**src/rtl/gds_pkg.sv**
```systemverilog
package gds_pkg;

    // round(1000/sqrt(3) * 2^16): shared scale for the whole tangent quotient
    localparam int     K_W          = 26;
    localparam longint INV_SQRT3_Q  = 64'd37837227;
    localparam int     RATIO_FRAC   = 16;

    // arctangent stage
    localparam int     CORDIC_ITER  = 16;
    localparam int     XY_FRAC      = 12;
    localparam int     Z_FRAC       = 8;

    // atan(2^-i) in milliradians with Z_FRAC fractional bits
    function automatic logic [23:0] atan_step_q8(input int idx);
        case (idx)
            0:  atan_step_q8 = 24'd201062;
            1:  atan_step_q8 = 24'd118694;
            2:  atan_step_q8 = 24'd62715;
            3:  atan_step_q8 = 24'd31835;
            4:  atan_step_q8 = 24'd15979;
            5:  atan_step_q8 = 24'd7997;
            6:  atan_step_q8 = 24'd4000;
            7:  atan_step_q8 = 24'd2000;
            8:  atan_step_q8 = 24'd1000;
            9:  atan_step_q8 = 24'd500;
            10: atan_step_q8 = 24'd250;
            11: atan_step_q8 = 24'd125;
            12: atan_step_q8 = 24'd62;
            13: atan_step_q8 = 24'd31;
            14: atan_step_q8 = 24'd16;
            default: atan_step_q8 = 24'd8;
        endcase
    endfunction

endpackage

```
**src/rtl/gds_seq_div.sv**
```systemverilog
module gds_seq_div #(
    parameter int NUM_W = 53,
    parameter int DEN_W = 41
) (
    input  logic             clk,
    input  logic             rst_n,
    input  logic             start,
    input  logic [NUM_W-1:0] num,
    input  logic [DEN_W-1:0] den,
    output logic             done,
    output logic [NUM_W-1:0] quo
);
    localparam int CNT_W = $clog2(NUM_W + 1);

    typedef struct packed {
        logic             run;
        logic             done;
        logic [CNT_W-1:0] cnt;
        logic [DEN_W-1:0] rem;
        logic [NUM_W-1:0] nsh;
        logic [NUM_W-1:0] quo;
        logic [DEN_W-1:0] den;
    } div_st_t;

    div_st_t st_d, st_q;
    logic [DEN_W:0] trial;
    logic           qbit;

    always_comb begin
        st_d      = st_q;
        st_d.done = 1'b0;
        trial     = '0;
        qbit      = 1'b0;
        if (start && !st_q.run) begin
            st_d.run = 1'b1;
            st_d.cnt = '0;
            st_d.rem = '0;
            st_d.nsh = num;
            st_d.quo = '0;
            st_d.den = den;
        end else if (st_q.run) begin
            trial = {st_q.rem, st_q.nsh[NUM_W-1]};
            if (trial >= {1'b0, st_q.den}) begin
                trial = trial - {1'b0, st_q.den};
                qbit  = 1'b1;
            end
            st_d.rem = trial[DEN_W-1:0];
            st_d.quo = {st_q.quo[NUM_W-2:0], qbit};
            st_d.nsh = st_q.nsh << 1;
            st_d.cnt = st_q.cnt + 1'b1;
            if (st_q.cnt == CNT_W'(NUM_W - 1)) begin
                st_d.run  = 1'b0;
                st_d.done = 1'b1;
            end
        end
    end

    always_ff @(posedge clk or negedge rst_n) begin
        if (!rst_n) st_q <= '0;
        else        st_q <= st_d;
    end

    assign done = st_q.done;
    assign quo  = st_q.quo;

    // partial remainder stays below a nonzero divisor
    p_rem_below_den_r1: assert property (@(posedge clk) disable iff (!rst_n)
        (st_q.run && st_q.den != '0) |-> (st_q.rem < st_q.den));

    // completion is a single-cycle event
    p_done_pulse_r6: assert property (@(posedge clk) disable iff (!rst_n)
        st_q.done |=> !st_q.done);

endmodule

```
**src/rtl/gds_atan_cordic.sv**
```systemverilog
module gds_atan_cordic
    import gds_pkg::*;
#(
    parameter int IN_W  = 16,
    parameter int ANG_W = 16
) (
    input  logic                    clk,
    input  logic                    rst_n,
    input  logic                    start,
    input  logic signed [IN_W-1:0]  tan_in,
    output logic                    done,
    output logic signed [ANG_W-1:0] angle
);
    localparam int XY_W = IN_W + XY_FRAC + 3;
    localparam int Z_W  = ANG_W + Z_FRAC;
    localparam int IW   = $clog2(CORDIC_ITER);

    typedef struct packed {
        logic            run;
        logic            done;
        logic [IW-1:0]   idx;
        logic [XY_W-1:0] x;
        logic [XY_W-1:0] y;
        logic [Z_W-1:0]  z;
    } cor_st_t;

    cor_st_t st_d, st_q;
    logic signed [XY_W-1:0] x_sh, y_sh;
    logic        [Z_W-1:0]  step;

    always_comb begin
        st_d      = st_q;
        st_d.done = 1'b0;
        x_sh      = $signed(st_q.x) >>> st_q.idx;
        y_sh      = $signed(st_q.y) >>> st_q.idx;
        step      = Z_W'(atan_step_q8(int'(st_q.idx)));
        if (start && !st_q.run) begin
            st_d.run = 1'b1;
            st_d.idx = '0;
            st_d.x   = XY_W'(1000) << XY_FRAC;
            st_d.y   = XY_W'(tan_in) << XY_FRAC;
            st_d.z   = '0;
        end else if (st_q.run) begin
            if (!st_q.y[XY_W-1]) begin
                st_d.x = st_q.x + y_sh;
                st_d.y = st_q.y - x_sh;
                st_d.z = st_q.z + step;
            end else begin
                st_d.x = st_q.x - y_sh;
                st_d.y = st_q.y + x_sh;
                st_d.z = st_q.z - step;
            end
            st_d.idx = st_q.idx + 1'b1;
            if (st_q.idx == IW'(CORDIC_ITER - 1)) begin
                st_d.run  = 1'b0;
                st_d.done = 1'b1;
            end
        end
    end

    always_ff @(posedge clk or negedge rst_n) begin
        if (!rst_n) st_q <= '0;
        else        st_q <= st_d;
    end

    assign done  = st_q.done;
    assign angle = ANG_W'(($signed(st_q.z) + Z_W'(1 << (Z_FRAC - 1))) >>> Z_FRAC);

    // the vector never leaves the right half plane while rotating
    p_x_positive_r3: assert property (@(posedge clk) disable iff (!rst_n)
        st_q.run |-> ($signed(st_q.x) > 0));

endmodule

```
**src/rtl/gds_angle_unit.sv**
```systemverilog
module gds_angle_unit
    import gds_pkg::*;
#(
    parameter int FREQ_W = 24,
    parameter int TAN_W  = 16
) (
    input  logic                    clk,
    input  logic                    rst_n,
    input  logic                    in_valid,
    input  logic [FREQ_W-1:0]       fa_khz,
    input  logic [FREQ_W-1:0]       fb_khz,
    input  logic [FREQ_W-1:0]       fc_khz,
    output logic                    busy,
    output logic                    out_valid,
    output logic signed [TAN_W-1:0] tan_milli,
    output logic signed [TAN_W-1:0] angle_mrad,
    output logic                    err
);
    localparam int DIFF_W = FREQ_W + 1;
    localparam int LIN_W  = FREQ_W + 3;
    localparam int NUM_W  = LIN_W + K_W;
    localparam int DEN_W  = DIFF_W + RATIO_FRAC;
    localparam logic signed [NUM_W-1:0] K_EXT   = NUM_W'(INV_SQRT3_Q);
    localparam logic [TAN_W-1:0]        TAN_MAX = {1'b0, {(TAN_W-1){1'b1}}};

    typedef struct packed {
        logic             busy;
        logic             err;
        logic             neg;
        logic [TAN_W-1:0] tan;
        logic             ov;
        logic [TAN_W-1:0] tan_o;
        logic [TAN_W-1:0] ang_o;
        logic             err_o;
    } top_st_t;

    top_st_t st_d, st_q;

    logic signed [DIFF_W-1:0] d_b, d_c;
    logic signed [LIN_W-1:0]  lin;
    logic signed [NUM_W-1:0]  prod;
    logic [NUM_W-1:0]         div_num;
    logic [DEN_W-1:0]         div_den;
    logic                     div_start, div_done;
    logic [NUM_W-1:0]         div_quo;
    logic [TAN_W-1:0]         tan_mag, tan_fin;
    logic                     cor_done;
    logic signed [TAN_W-1:0]  cor_angle;

    // operand formation
    always_comb begin
        d_b     = $signed({1'b0, fb_khz}) - $signed({1'b0, fa_khz});
        d_c     = $signed({1'b0, fc_khz}) - $signed({1'b0, fa_khz});
        lin     = LIN_W'(d_b) * 2 - LIN_W'(d_c);
        prod    = NUM_W'(lin) * K_EXT;
        div_num = prod[NUM_W-1] ? NUM_W'(-prod) : NUM_W'(prod);
        div_den = DEN_W'(d_c[DIFF_W-1] ? -d_c : d_c) << RATIO_FRAC;
    end

    assign div_start = in_valid && !st_q.busy;

    gds_seq_div #(.NUM_W(NUM_W), .DEN_W(DEN_W)) u_div (
        .clk  (clk),
        .rst_n(rst_n),
        .start(div_start),
        .num  (div_num),
        .den  (div_den),
        .done (div_done),
        .quo  (div_quo)
    );

    // sign, clamp and degenerate-cell handling of the quotient
    always_comb begin
        tan_mag = (div_quo > NUM_W'(TAN_MAX)) ? TAN_MAX : TAN_W'(div_quo);
        if (st_q.err)      tan_fin = '0;
        else if (st_q.neg) tan_fin = -tan_mag;
        else               tan_fin = tan_mag;
    end

    gds_atan_cordic #(.IN_W(TAN_W), .ANG_W(TAN_W)) u_atan (
        .clk   (clk),
        .rst_n (rst_n),
        .start (div_done),
        .tan_in(tan_fin),
        .done  (cor_done),
        .angle (cor_angle)
    );

    always_comb begin
        st_d    = st_q;
        st_d.ov = 1'b0;
        if (div_start) begin
            st_d.busy = 1'b1;
            st_d.err  = (d_c == '0);
            st_d.neg  = lin[LIN_W-1] ^ d_c[DIFF_W-1];
        end
        if (div_done) st_d.tan = tan_fin;
        if (cor_done) begin
            st_d.busy  = 1'b0;
            st_d.ov    = 1'b1;
            st_d.tan_o = st_q.tan;
            st_d.ang_o = st_q.err ? '0 : cor_angle;
            st_d.err_o = st_q.err;
        end
    end

    always_ff @(posedge clk or negedge rst_n) begin
        if (!rst_n) st_q <= '0;
        else        st_q <= st_d;
    end

    assign busy       = st_q.busy;
    assign out_valid  = st_q.ov;
    assign tan_milli  = st_q.tan_o;
    assign angle_mrad = st_q.ang_o;
    assign err        = st_q.err_o;

    p_busy_on_accept_r7: assert property (@(posedge clk) disable iff (!rst_n)
        (in_valid && !busy) |=> busy);

    p_valid_pulse_r6: assert property (@(posedge clk) disable iff (!rst_n)
        out_valid |=> !out_valid);

    p_valid_idle_r7: assert property (@(posedge clk) disable iff (!rst_n)
        out_valid |-> !busy);

    p_hold_between_r6: assert property (@(posedge clk) disable iff (!rst_n)
        !out_valid |-> ($stable(tan_milli) && $stable(angle_mrad) && $stable(err)));

    p_err_zero_r4: assert property (@(posedge clk) disable iff (!rst_n)
        (out_valid && err) |-> (tan_milli == '0 && angle_mrad == '0));

    p_clamp_sym_r5: assert property (@(posedge clk) disable iff (!rst_n)
        out_valid |-> (tan_milli != {1'b1, {(TAN_W-1){1'b0}}}));

    p_neg_sign_r8: assert property (@(posedge clk) disable iff (!rst_n)
        (out_valid && tan_milli < 0) |-> (angle_mrad < 0));

    p_pos_sign_r3: assert property (@(posedge clk) disable iff (!rst_n)
        (out_valid && tan_milli > 0) |-> (angle_mrad > 0));

endmodule

```
**config.mk**
```make
export PLATFORM = sky130hd
export DESIGN_NAME = gds_angle_unit
export DESIGN_NICKNAME = d
export VERILOG_FILES = /design/src/rtl/gds_pkg.sv /design/src/rtl/gds_seq_div.sv /design/src/rtl/gds_atan_cordic.sv /design/src/rtl/gds_angle_unit.sv
export SDC_FILE = /design/constraint.sdc
export NUM_CORES = 2
export LEC_CHECK = 0
export BUFFER_PORTS_ARGS = -buffer_cell sky130_fd_sc_hd__buf_2
export CAP_MARGIN = 10
export CORE_ASPECT_RATIO = 0.9
export CORE_UTILIZATION = 61
export DETAILED_ROUTE_END_ITERATION = 12
export GPL_ROUTABILITY_DRIVEN = 0
export HOLD_SLACK_MARGIN = 0.06
export PLACE_DENSITY_LB_ADDON = 0.12
export SLEW_MARGIN = 20
export SYNTH_ARGS = -nofsm -noshare
export SYNTH_HDL_FRONTEND = slang
export SYNTH_HIERARCHICAL = 1
export SYNTH_SLANG_ARGS = --single-unit
```
**constraint.sdc**
```tcl
create_clock -name clk -period 18.51 [get_ports clk]
set_input_delay 3.702 -clock clk [delete_from_list [all_inputs] [get_ports clk]]
set_output_delay 3.702 -clock clk [all_outputs]
set_load 0.005 [all_outputs]
```
-- After elaboration in Yosys (flattened, before gate mapping)
Memories as Yosys holds them, arrays and structs flattened.
Index checks and enable logic that the tools add are counted.
- $add $sub $neg: 16
- multipliers: 1
- divide/modulo/power cells: 0
- magnitude comparators: 2
- equality and inequality tests: 2
- shift operators: 2
- muxes and demuxes: 22
- bitwise gates (word level): 1
- reduce and logical (&&, ||, !) cells: 10
- operator list (kind ; count):
    155-bit two-way mux ; 1
    153-bit two-way mux ; 1
    92-bit two-way mux ; 1
    90-bit two-way mux ; 1
    86-bit two-way mux ; 1
    16-bit two-way mux ; 4
    31-bit adder ; 2
    31-bit by 4-bit >>> shifter with 31-bit output ; 2
    31-bit subtractor ; 2
    53-bit by 15-bit greater-than comparator with 1-bit output, second input constant ; 1
    27-bit by 27-bit multiplier with 53-bit output, second input constant ; 1
    53-bit two-way mux ; 1
    53-bit negation ; 1
    24-bit by 24-bit subtractor with 25-bit output ; 2
    42-bit by 41-bit >= comparator with 1-bit output ; 1
    41-bit two-way mux ; 1
    41-bit subtractor ; 1
    34-bit two-way mux ; 1
    26-bit by 25-bit subtractor with 27-bit output ; 1
    25-bit zero test ; 1
    25-bit two-way mux ; 1
    25-bit negation ; 1
    24-bit adder ; 1
    24-bit by 9-bit adder with 24-bit output, second input constant ; 1
    13 further kinds ; 25
- flip-flop bits (word level): 325
- latch bits: 0
- bits in writable memories: 0
- memory bits (read-only): 288
- bits of input ports: 75
- output and inout port bits: 35
- word-level logic and storage cells: 78
- memories: 1
- memory list (name ; depth ; bits a word ; rd ports ; clocked after Yosys merged registers in ; wr ports ; RTL line ; source):
    (name not given) ; 16 ; 18 ; 1 ; 0 ; 0 ; gds_pkg.sv:15 ; case (idx)

-- Longest topological paths before layout
- word-level depth: 6
- mapped depth: 55
- gate-level depth less buffers: 52

-- Cells and area by module
Netlist, hierarchy kept.
- modules (own cells, without submodules) (module ; times used ; cells each ; area each (um2) ; seq. area each (um2)):
    gds_angle_unit ; 1 ; 2603 ; 21670.8 ; 1326.3
    gds_atan_cordic ; 1 ; 1636 ; 13437.9 ; 2302.2
    gds_seq_div ; 1 ; 1112 ; 10719.0 ; 4904.7

-- Least setup slack after synthesis
Ideal clock, no wire load.
- path kind: in2reg
- start point: in fc_khz[0]
- end point: reg u_div/st_q[146] (netlist name)
- library setup time: 0.083 ns
- data arrival time: 15.453 ns
- required time: 18.427 ns
- slack: 2.975 ns
- stages on the path: 50
- buffers on the path: 1
- path through: inv_1 > ha_1 > inv_1 > fa_1 > a21oi_1 > nand4b_1 > nand2_1 > a31oi_1 > nor2_1 > a21o_1 > a21oi_1 > xnor2_1 > inv_1 > ha_1 > a21oi_1 > nand2_1 > a211oi_1 > o21a_1 > (+14 left out) > fa_1 > inv_1 > ha_1 > a21o_1 > a2111oi_0 > o21ai_0 > a221o_1 > a31oi_4 > nor2_1 > a41o_1 > xor2_1 > or3_1 > or2_1 > or4b_4 > or4_1 > nor2_1 > mux2i_1 > o21ai_0
- word-level cells in the longest chain between the ends: 6
- RTL lines (what ; RTL line ; source):
    from (decl) ; gds_angle_unit.sv:12 ; input logic [FREQ_W-1:0] fc_khz,
    24-bit by 24-bit subtractor with 25-bit output (*) ; gds_angle_unit.sv:53 ; d_c = $signed({1'b0, fc_khz}) - $signed({1'b0, fa_khz});
    26-bit by 25-bit subtractor with 27-bit output (*) ; gds_angle_unit.sv:54 ; lin = LIN_W'(d_b) * 2 - LIN_W'(d_c);
    27-bit by 27-bit multiplier with 53-bit output (*) ; gds_angle_unit.sv:55 ; prod = NUM_W'(lin) * K_EXT;
    53-bit negation ; gds_angle_unit.sv:56 ; div_num = prod[NUM_W-1] ? NUM_W'(-prod) : NUM_W'(prod);
    53-bit two-way mux (*) ; gds_angle_unit.sv:56 ;
    via div_num[52] ; gds_angle_unit.sv:42 ; logic [NUM_W-1:0] div_num;
    153-bit two-way mux (*) ; gds_seq_div.sv:34 ; if (start && !st_q.run) begin
    to (signal assigned) ; gds_seq_div.sv:60 ; else st_q <= st_d;
    to (decl) ; gds_seq_div.sv:25 ; div_st_t st_d, st_q;
The timed path passes the listed nets; every way through them passes the cells marked *.
A chain may end at the register's enable or synchronous reset.

-- Worst setup path after layout
Ends and elaborated chain as after synthesis.

==> out/qor.csv <==
stage,metric,value,unit
run_status,outcome,completed,
setup_path,r2r_end,u_atan/st_q[84],
sta,finalCriticalPeriod,16.14,ns
setup_path,cp.required,19.00,ns
synth,ys.warnings.count,6,
layout,fin_area,47900,um^2
synth,ys_seq_elements,341,
sta,relSlewSlack,35.7,%
sta,maxSlewViolCount,0,
setup_path,endpoint,u_div/st_q[146],
clocking,cts_resized,0,
drt,vias,38200,
drt,dr.pass1.iters,8,
grt,grt_pass1_wl,190,mm
clocking,clkTransAtPathRegs,0.05,ns
setup_path,cp_slowest_cell,a21oi_1,
clocking,cts_setup_buffers,0,
grt,antenna_found_initial,1,
synth,ys_seq_area_share,18.6,%
setup_path,r2r_start,u_atan/st_q[87],
clocking,htreeDepth,2,
synth,syn_area,45800,um^2
drt,wl,118,mm
clocking,clock_latency,0.59,ns
die,fp.dieW,291,um
setup_path,critical_path.endpoint_type,flip-flop,
synth,ys_dominant_reg_cell,dfrtp_1,
setup_path,reg2regPathDepth,21,
clocking,cts_hold_buf,0,
synth,synth-edff-count,0,
grt,grt_pass1_vias,35900,
synth,postSynthCellCount,5351,
layout,antenna_cells,0,
drt,viasPerCell,6.11,
grt,grt_max_degree,151,
die,start_util,62.1,%
drt,avgRoutedWirePerCell,18.8,um
setup_path,path_max_fanout,23,
setup_path,cpPeakStageDelay,0.65,ns
grt,grt_use_total,30.5,%
drt,drtAntennaViolNets,0,
hold_path,hold_path.startpoint,u_div/st_q[130],
sta,grt_setup_unrepaired,no,
die,io_pins,110,
sta,tightest_slew,0.962,ns
setup_path,cp-startpoint,fc_khz[0],
die,rows,94,
placement,placed_cell_area,46400,um^2
sta,max_freq,0.0619,GHz
layout,fin_util,64.9,%
placement,post-dp-hpwl,91.5,mm
die,core_area,73700,um^2
setup_path,worstPathArrival,16.64,ns
hold_path,min_path_type,reg -> reg,
sta,clock_skew,0.0230,ns
drt,drc_errors,0,
placement,io_buffers,109,
synth,synth.lib_cells_used.distinct,118,
layout,regArea,8550,um^2
setup_path,cp_common_cell,inv_1,
flow_run,cap_violations,0,
clocking,clk_path_buf_depth,3,
setup_path,rrSetupSlack,11.65,ns
clocking,cts_buffers,42,
synth,post_synth.cell_area_avg,8.56,um^2
layout,drive_gt1_share,8.10,%
layout,fillCellCount,6329,
sta,period_share,87.2,%
die,dieArea,76200,um^2
sta,finalSetupTns,0,ns
clocking,cts_sinks,341,
clocking,tritoncts,yes,
sta,hold_viol_final,0,
setup_path,critPathLaunchType,input pin,
layout,layout.nets,6090,
layout,multi_input_area,33500,um^2
synth,synthArstFlopShare,100,%
setup_path,critical_path_class,in -> reg,
die,die_h,262,um
layout,area_growth,4.44,%
grt,grt.overflow.total,0,
clocking,clock-root-buffer,clkbuf_16,
drt,dr.first_iter.drc_count,2935,
sta,setup_viol,0,
==> state kept, by name, indices dropped and copies added (netlist names) <==
| name | cells |
|---|---|
| u_div/quo | 53 |
| tan_milli | 16 |
| busy | 1 |
| u_div/st_q | 142 |
| out_valid | 1 |
| u_div/done | 1 |
| angle_mrad | 16 |
| u_atan/st_q | 91 |
| st_q | 18 |
| err | 1 |
| u_atan/done | 1 |
==> per-layer routing <==
| metal | routed length (um) | track usage, % | vias to the layer above |
|---|---|---|---|
| li1 | - | - | 18400 |
| met1 | 52900 | 41.7 | 18500 |
| met2 | 55100 | 51.3 | 1140 |
| met3 | 5970 | 3.06 | 202 |
| met4 | 3580 | 9.60 | 0 |
| met5 | 0 | 0 | - |
==> how the worst min path moves through the flow <==
| stage | to | cells past startpoint |
|---|---|---|
| 2_1_floorplan | out_valid | 0 |
| 3_3_place_gp | u_div/st_q[95] | 2 |
| 3_5_place_dp | u_div/st_q[117] | 2 |
| 4_1_cts | u_div/st_q[134] | 2 |
| 5_1_grt | u_div/st_q[131] | 2 |
| 6_report | u_div/st_q[131] | 2 |
==> final cells by class <==
class	count	share of cell area [%]
Clock buffer	54	2.37
Clock inverter	22	0.627
Sequential cell	341	17.9
Inverter	609	4.78
Timing Repair Buffer	154	1.90
Multi-Input combinational cell	4101	69.9
Tap cell	960	2.51
==> worst max-delay path, delay by kind of cell <==
kind | cells | cell delay, ns
AOI/OAI and AO/OA | 15 | 4.13
xor gates and xnor gates | 2 | 0.43
adders and majority gates | 10 | 4.34
buffers and inverters | 10 | 1.30
muxes | 1 | 0.07
and+or+nand+nor | 12 | 2.61
==> cell usage in the layout, fill, tap and decap left out, types with 42 or more instances in the layout <==
| master | n |
|---|---|
| nand2b_1 | 55 |
| ha_1 | 521 |
| a21o_1 | 103 |
| nand3_1 | 74 |
| a31oi_1 | 58 |
| a22o_1 | 88 |
| mux4_2 | 44 |
| xnor2_1 | 268 |
| nor3_1 | 55 |
| mux2i_1 | 147 |
| a21oi_1 | 311 |
| nor2b_1 | 50 |
| fa_1 | 245 |
| o21ai_0 | 408 |
| clkbuf_16 | 42 |
| buf_4 | 43 |
| nand2_1 | 479 |
| mux2_2 | 75 |
| inv_1 | 602 |
| buf_2 | 108 |
| dfrtp_1 | 333 |
| nor2_1 | 269 |
| xor2_1 | 148 |
| o21bai_1 | 45 |
==> cells in the mapped netlist, types with 58 or more instances <==
master / instances / share of area [%]
inv_1: 603 / 4.9
ha_1: 521 / 14
nand2_1: 479 / 3.9
o21ai_0: 408 / 4.5
dfrtp_1: 341 / 19
a21oi_1: 311 / 3.4
nor2_1: 271 / 2.2
xnor2_1: 269 / 5.1
fa_1: 245 / 11
clkbuf_1: 156 / 1.3
xor2_1: 148 / 2.8
mux2i_1: 147 / 3.2
a21o_1: 103 / 1.7
buf_4: 92 / 1.5
a22o_1: 88 / 1.7
mux2_2: 75 / 1.8
nand3_1: 74 / 0.81
a31oi_1: 58 / 0.79
==> cell families after synthesis <==
kind of cell	synth area share (%)
flip-flops	18.6
multiplexers	7.40
AO/OA/AOI/OAI	19.4
other	0.00818
adder cells (fa/ha/maj)	24.9
XOR/XNOR	7.97
buffers and inverters	8.53
AND/OR/NAND/NOR	13.1
==> per-stage QoR <==
step	std cells	hold WS, ns	setup slack [ns]
floorplan	5366	0.423	2.97
global placement	6165	0.464	2.11
detailed placement	6165	0.471	1.90
CTS	6241	0.484	2.49
global route	6241	0.504	1.49
finish	6241	0.481	2.37
Power is left out: the tool's default activity adds up to more than one toggle a clock period on the data nets, which glitch-free logic cannot reach.
